==> config.mk <==
export PLATFORM = sky130hd
export DESIGN_NAME = pwr_guard_seq
export DESIGN_NICKNAME = d
export VERILOG_FILES = /design/src/rtl/pwr_guard_pkg.sv /design/src/rtl/pwr_flag_sync.sv /design/src/rtl/pwr_olp_timer.sv /design/src/rtl/pwr_guard_seq.sv
export SDC_FILE = /design/constraint.sdc
export NUM_CORES = 1
export LEC_CHECK = 0
export BUFFER_PORTS_ARGS = -buffer_cell sky130_fd_sc_hd__clkbuf_2
export CAP_MARGIN = 20
export CORE_ASPECT_RATIO = 0.8
export CORE_MARGIN = 4
export CORE_UTILIZATION = 53
export CTS_CLUSTER_SIZE = 25
export DETAILED_ROUTE_END_ITERATION = 10
export GPL_TIMING_DRIVEN = 0
export HOLD_SLACK_MARGIN = 0.03
export PLACE_DENSITY = 0.75
export SKIP_CTS_REPAIR_TIMING = 1
export SLEW_MARGIN = 20
export SYNTH_ARGS = -nofsm -noshare
export SYNTH_HDL_FRONTEND = slang
export SYNTH_HIERARCHICAL = 1
export SYNTH_SLANG_ARGS = --single-unit
==> constraint.sdc <==
create_clock -name clk -period 3.4 [get_ports clk]
set_input_delay 0.68 -clock clk [delete_from_list [all_inputs] [get_ports clk]]
set_output_delay 0.68 -clock clk [all_outputs]
set_load 0.1 [all_outputs]
==> src/rtl/pwr_guard_pkg.sv <==
// Shared types for the supply-protection sequencer.
// Assumes the state encoding below is observed by software-free test logic only.
package pwr_guard_pkg;
    typedef enum logic [2:0] {
        ST_LOCKOUT  = 3'd0,
        ST_RUN      = 3'd1,
        ST_OVP_HOLD = 3'd2,
        ST_OLP_HOLD = 3'd3,
        ST_REM_OFF  = 3'd4
    } guard_state_t;
endpackage

==> src/rtl/pwr_flag_sync.sv <==
// Multi-stage synchronizer for a bundle of asynchronous comparator flags.
// Assumes each bit is independent; no multi-bit coherence is provided.
module pwr_flag_sync #(
    parameter int WIDTH  = 7,
    parameter int STAGES = 2
) (
    input  logic             clk,
    input  logic             rst_n,
    input  logic [WIDTH-1:0] raw_i,
    output logic [WIDTH-1:0] sync_o
);
    logic [WIDTH-1:0] pipe [STAGES];

    // first stage captures the raw flags
    always_ff @(posedge clk) begin
        if (!rst_n) pipe[0] <= '0;
        else        pipe[0] <= raw_i;
    end

    generate
        for (genvar g = 1; g < STAGES; g++) begin : g_stage
            // each later stage re-times the previous one
            always_ff @(posedge clk) begin
                if (!rst_n) pipe[g] <= '0;
                else        pipe[g] <= pipe[g-1];
            end
        end
    endgenerate

    assign sync_o = pipe[STAGES-1];
endmodule

==> src/rtl/pwr_olp_timer.sv <==
// Counts switching-period strobes while an overload persists in RUN.
// Assumes the strobe is a single-clock pulse from the same clock domain.
module pwr_olp_timer #(
    parameter int OLP_CYCLES = 3900
) (
    input  logic clk,
    input  logic rst_n,
    input  logic active_i,
    input  logic strobe_i,
    output logic trip_o,
    output logic busy_o
);
    localparam int CW = $clog2(OLP_CYCLES + 1);
    localparam logic [CW-1:0] LAST = CW'(OLP_CYCLES - 1);

    logic [CW-1:0] cnt;

    // advance on each strobe while active, clear when inactive
    always_ff @(posedge clk) begin
        if (!rst_n || !active_i) cnt <= '0;
        else if (strobe_i && cnt != CW'(OLP_CYCLES)) cnt <= cnt + 1'b1;
    end

    assign trip_o = active_i && strobe_i && (cnt == LAST);
    assign busy_o = (cnt != '0);

    assert_no_overflow_R5: assert property (@(posedge clk) disable iff (!rst_n)
        cnt <= CW'(OLP_CYCLES));
    assert_clear_on_drop_R6: assert property (@(posedge clk) disable iff (!rst_n)
        !active_i |=> (cnt == '0));
endmodule

==> src/rtl/pwr_guard_seq.sv <==
// Start-up and fault sequencer gating the switching enable of a PWM stage.
// Assumes comparator flags are asynchronous and cfg_ovp_low is static.
module pwr_guard_seq
    import pwr_guard_pkg::*;
#(
    parameter int OLP_CYCLES  = 3900,
    parameter int SYNC_STAGES = 2
) (
    input  logic       clk,
    input  logic       rst_n,
    input  logic       cfg_ovp_low,
    input  logic       vcc_on_cmp,
    input  logic       vcc_off_cmp,
    input  logic       vcc_ovp_hi_cmp,
    input  logic       vcc_ovp_lo_cmp,
    input  logic       fb_olp_cmp,
    input  logic       fb_stop_cmp,
    input  logic       rt_fault_cmp,
    input  logic       cs_open_cmp,
    input  logic       pwm_cycle_stb,
    output logic       sw_enable,
    output logic [2:0] state_o,
    output logic       pin_fault_o,
    output logic       olp_timing_o
);
    localparam int NFLAG = 7;

    logic [NFLAG-1:0] raw_flags, s_flags;
    logic s_on, s_off, s_ovp, s_olp, s_stop, s_rt, s_cs;
    logic olp_trip, olp_busy;
    guard_state_t state, state_nx;

    assign raw_flags = {vcc_on_cmp, vcc_off_cmp,
                        (cfg_ovp_low ? vcc_ovp_lo_cmp : vcc_ovp_hi_cmp),
                        fb_olp_cmp, fb_stop_cmp, rt_fault_cmp, cs_open_cmp};

    pwr_flag_sync #(.WIDTH(NFLAG), .STAGES(SYNC_STAGES)) u_sync (
        .clk    (clk),
        .rst_n  (rst_n),
        .raw_i  (raw_flags),
        .sync_o (s_flags)
    );

    assign {s_on, s_off, s_ovp, s_olp, s_stop, s_rt, s_cs} = s_flags;

    pwr_olp_timer #(.OLP_CYCLES(OLP_CYCLES)) u_olp (
        .clk      (clk),
        .rst_n    (rst_n),
        .active_i (state == ST_RUN && s_olp),
        .strobe_i (pwm_cycle_stb),
        .trip_o   (olp_trip),
        .busy_o   (olp_busy)
    );

    // next-state selection; supply collapse outranks every other event
    always_comb begin
        state_nx = state;
        unique case (state)
            ST_LOCKOUT:  if (s_on) state_nx = ST_RUN;
            ST_RUN: begin
                if      (s_off)    state_nx = ST_LOCKOUT;
                else if (s_ovp)    state_nx = ST_OVP_HOLD;
                else if (olp_trip) state_nx = ST_OLP_HOLD;
                else if (s_stop)   state_nx = ST_REM_OFF;
            end
            ST_REM_OFF: begin
                if      (s_off)   state_nx = ST_LOCKOUT;
                else if (s_ovp)   state_nx = ST_OVP_HOLD;
                else if (!s_stop) state_nx = ST_RUN;
            end
            ST_OVP_HOLD, ST_OLP_HOLD: if (s_off) state_nx = ST_LOCKOUT;
            default: state_nx = ST_LOCKOUT;
        endcase
    end

    // state register with synchronous reset into lockout
    always_ff @(posedge clk) begin
        if (!rst_n) state <= ST_LOCKOUT;
        else        state <= state_nx;
    end

    assign pin_fault_o  = s_rt || s_cs;
    assign sw_enable    = (state == ST_RUN) && !pin_fault_o;
    assign state_o      = state;
    assign olp_timing_o = olp_busy;

    assert_stay_locked_R1: assert property (@(posedge clk) disable iff (!rst_n)
        (state == ST_LOCKOUT && !s_on) |=> (state == ST_LOCKOUT));
    assert_ovp_stops_R3: assert property (@(posedge clk) disable iff (!rst_n)
        (state == ST_RUN && s_ovp) |=> !sw_enable);
    assert_ovp_latch_R3: assert property (@(posedge clk) disable iff (!rst_n)
        (state == ST_OVP_HOLD) |=> (state == ST_OVP_HOLD || state == ST_LOCKOUT));
    assert_olp_latch_R7: assert property (@(posedge clk) disable iff (!rst_n)
        (state == ST_OLP_HOLD) |=> (state == ST_OLP_HOLD || state == ST_LOCKOUT));
    assert_olp_entry_R5: assert property (@(posedge clk) disable iff (!rst_n)
        (state != ST_OLP_HOLD) |=> (state != ST_OLP_HOLD || $past(olp_trip)));
endmodule

==> run_results.csv <==
group,metric,value,unit
placed_design,dp.cells,180,
outcome,outcome,"finished clean",
min_path,hold_class,"flip-flop to flip-flop",
timing,grt_setup_unrepaired,"no",
clock_tree,cts_buffers,5,
synth,ys.flop_type,"dfxtp_1",
floorplanning,ios,18,
flow_run,maxCapViolCount,0,
detailed_routing,wl_per_cell,13.1,µm
clock_tree,clkLatencyLatePin,0.33,ns
synth,synth_nets,152,
critical_path,arrival,1.80,ns
synth,synth.cells.most_frequent,"dfxtp_1, nor2_1, and2_2, a21oi_1",
critical_path,ff2ff_setup_slack,1.08,ns
placed_design,dp_slack,1.14,ns
placed_design,placed_area,1410,µm²
synth,yosysWarnings,6,
synth,netlist_area,1290,µm²
placed_design,gp_congestion,0.790,
synth,synth_edf_count,0,
timing,skew,0.0105,ns
timing,relSlewSlack,64.1,%
synth,ys_seq_area_share,45.0,%
floorplanning,core.rowCount,15,
grt,antenna_found_initial,0,
clock_tree,numClockSinks,29,
final_layout,n_fill_cell,199,
timing,fin_crit_sh,73.1,%
clock_tree,cts_buffer_depth,2,
grt,overflow,0,
timing,clock.fmax,0.402,GHz
grt,met2_usage,26.8,%
grt,grt_max_degree,11,
detailed_routing,drc,0,
floorplanning,initial_core_util,57.8,%
clock_tree,root_buffer,"clkbuf_4",
critical_path,cp_top_family,"simple AND/OR/NAND/NOR gates",
critical_path,start_kind,"flip-flop",
critical_path,critPathRequiredTime,2.72,ns
detailed_routing,vias,1067,
timing,finalMaxSlewViolations,0,
pwr,ir_drop,0.000293,V
critical_path,crit_end,"sw_enable",
detailed_routing,drtIter0Drc,67,
timing,tightest_slew,0.540,ns
timing,setup_viol,0,
critical_path,worstReg2RegStart,"state_o[0]",
critical_path,crit_fanout,8,
critical_path,crit_slowest_cell,"dfxtp_1",
final_layout,postLayoutCellArea,1490,µm²
critical_path,path_cells,"or3b_4, nor2_2, clkbuf_2",
pwr,power.total,854,µW
detailed_routing,drtPass1Iterations,4,
final_layout,fin_nets,176,
critical_path,timing.critical_path.buf_inv,1,
timing,hold_viol_final,0,
synth,synth_top_area_share,45.0,%
floorplanning,coreArea,2230,µm²
grt,use_met3,5.40,%
pwr,p_per_area,572,nW/µm²
placed_design,place_hpwl,1.78,mm
grt,grt_pass1_wl,4.33,mm
floorplanning,fp.dieH,52.1,µm
final_layout,syn_to_final_growth,15.8,%
critical_path,reg2reg_to,"state_o[0]",
synth,synthTopCellsByArea,"dfxtp_1, and2_2, nor2_1",
clock_tree,clk_pin_slew,0.09,ns
synth,synth_area_leader_cell,"dfxtp_1",
final_layout,antenna_cells,0,
grt,grt_use_met1,21.2,%
synth,synthDistinctLibCells,41,
synth,syn_inst,138,
detailed_routing,via_per_inst,5.68,
critical_path,endpoint_kind,"output pin",
timing,layout_setup_ws,0.915,ns
grt,grt_most_used_layer,"met2",
final_layout,post-route-util,66.9,%
clock_tree,cts_tree,"yes",
final_layout,drive_gt1_share,28.8,%
pwr,p_leak,0.594,nW
critical_path,crit_start,"state_o[0]",
synth,synth-seq-cells,29,
clock_tree,ctsHtreeMaxLevel,2,
critical_path,worst-r2r-cell-count,8,
detailed_routing,wirelength,2.47,mm
floorplanning,die_w,63.2,µm
critical_path,cpPeakStageDelay,0.48,ns
synth,synth_area_per_cell,9.35,µm²
grt,first_global_vias,984,
detailed_routing,postRouteAntennaNets,0,
critical_path,worstSetupPathDepth,3,
synth,ys_async_sr_fraction,0,%
grt,grtUsageTotal,17.4,%
timing,finalCriticalPeriod,2.48,ns
final_layout,final_cells,188,
floorplanning,dieArea,3290,µm²
critical_path,path_class,"flip-flop to output pin",
timing,tns,0,ns
timing,whs,0.441,ns
placed_design,portBuffers,17,
synth,yosysMostFrequentCell,"dfxtp_1",
[routing by layer]
metal,wire (µm),vias to the layer above,share of wire (%)
met2,1110,25,45
li1,-,544,-
met3,139,7,5.6
met1,1160,491,47
met4,57,0,2.3
met5,0,-,0
[cells in the final DEF (no fill, tap or decap), drive strengths merged, types with 3 or more instances in the layout]
cell / netlist / routed
buf: 3 / 3
dfxtp: 29 / 29
inv: 5 / 5
nor2: 14 / 14
and4: 4 / 4
a21oi: 9 / 9
nor3: 5 / 5
o21ai: 6 / 6
nand4: 4 / 4
and3: 4 / 4
nand2: 5 / 5
and2: 14 / 14
or3: 5 / 5
clkbuf: 0 / 24
nand3: 4 / 4
[sequential cells by signal, summed over array words and instances, names as in the netlist]
name	flops
state_o	3
u_sync/pipe	14
u_olp/cnt	12
[final cells by class]
| type | instances | area [µm²] | area share, % |
|---|---|---|---|
| Multi-Input combinational cell | 100 | 651 | 43.6 |
| Clock buffer | 7 | 55.1 | 3.69 |
| Inverter | 5 | 18.8 | 1.26 |
| Timing Repair Buffer | 17 | 85.1 | 5.70 |
| Buffer | 4 | 42.5 | 2.85 |
| Tap cell | 25 | 31.3 | 2.09 |
| Clock inverter | 1 | 30.0 | 2.01 |
| Sequential cell | 29 | 581 | 38.9 |
[worst min path at each step]
stage	end	cells past startpoint	from	slack, ns
after floorplan	u_sync/pipe[1][0]	1	u_sync/pipe[0][0]	0.41
after global placement	u_sync/pipe[1][1]	1	u_sync/pipe[0][1]	0.42
after detailed placement	u_sync/pipe[1][2]	1	u_sync/pipe[0][2]	0.42
after CTS	u_sync/pipe[1][2]	1	u_sync/pipe[0][2]	0.44
after global routing	u_sync/pipe[1][6]	1	u_sync/pipe[0][6]	0.46
final	u_sync/pipe[1][2]	1	u_sync/pipe[0][2]	0.44
[where the power goes]
part	internal, mW	leakage (nW)	switching [mW]
Clock	0.176	0.0455	0.119
Sequential	0.354	0.237	0.0167
Combinational	0.0534	0.312	0.135
[logic make-up (layout without fill, tap and decap cells)]
kind of cell,count (synthesis),after routing,synth area share (%)
AO/OA/AOI/OAI,22,22,10.1
adder cells (fa/ha/maj),2,2,1.94
AND/OR/NAND/NOR,70,70,33.9
buffers and inverters,9,34,4.75
flip-flops,29,29,45.0
XOR/XNOR,4,4,2.72
multiplexers,2,2,1.65
Note: power is estimated with default switching activity, not from simulation.
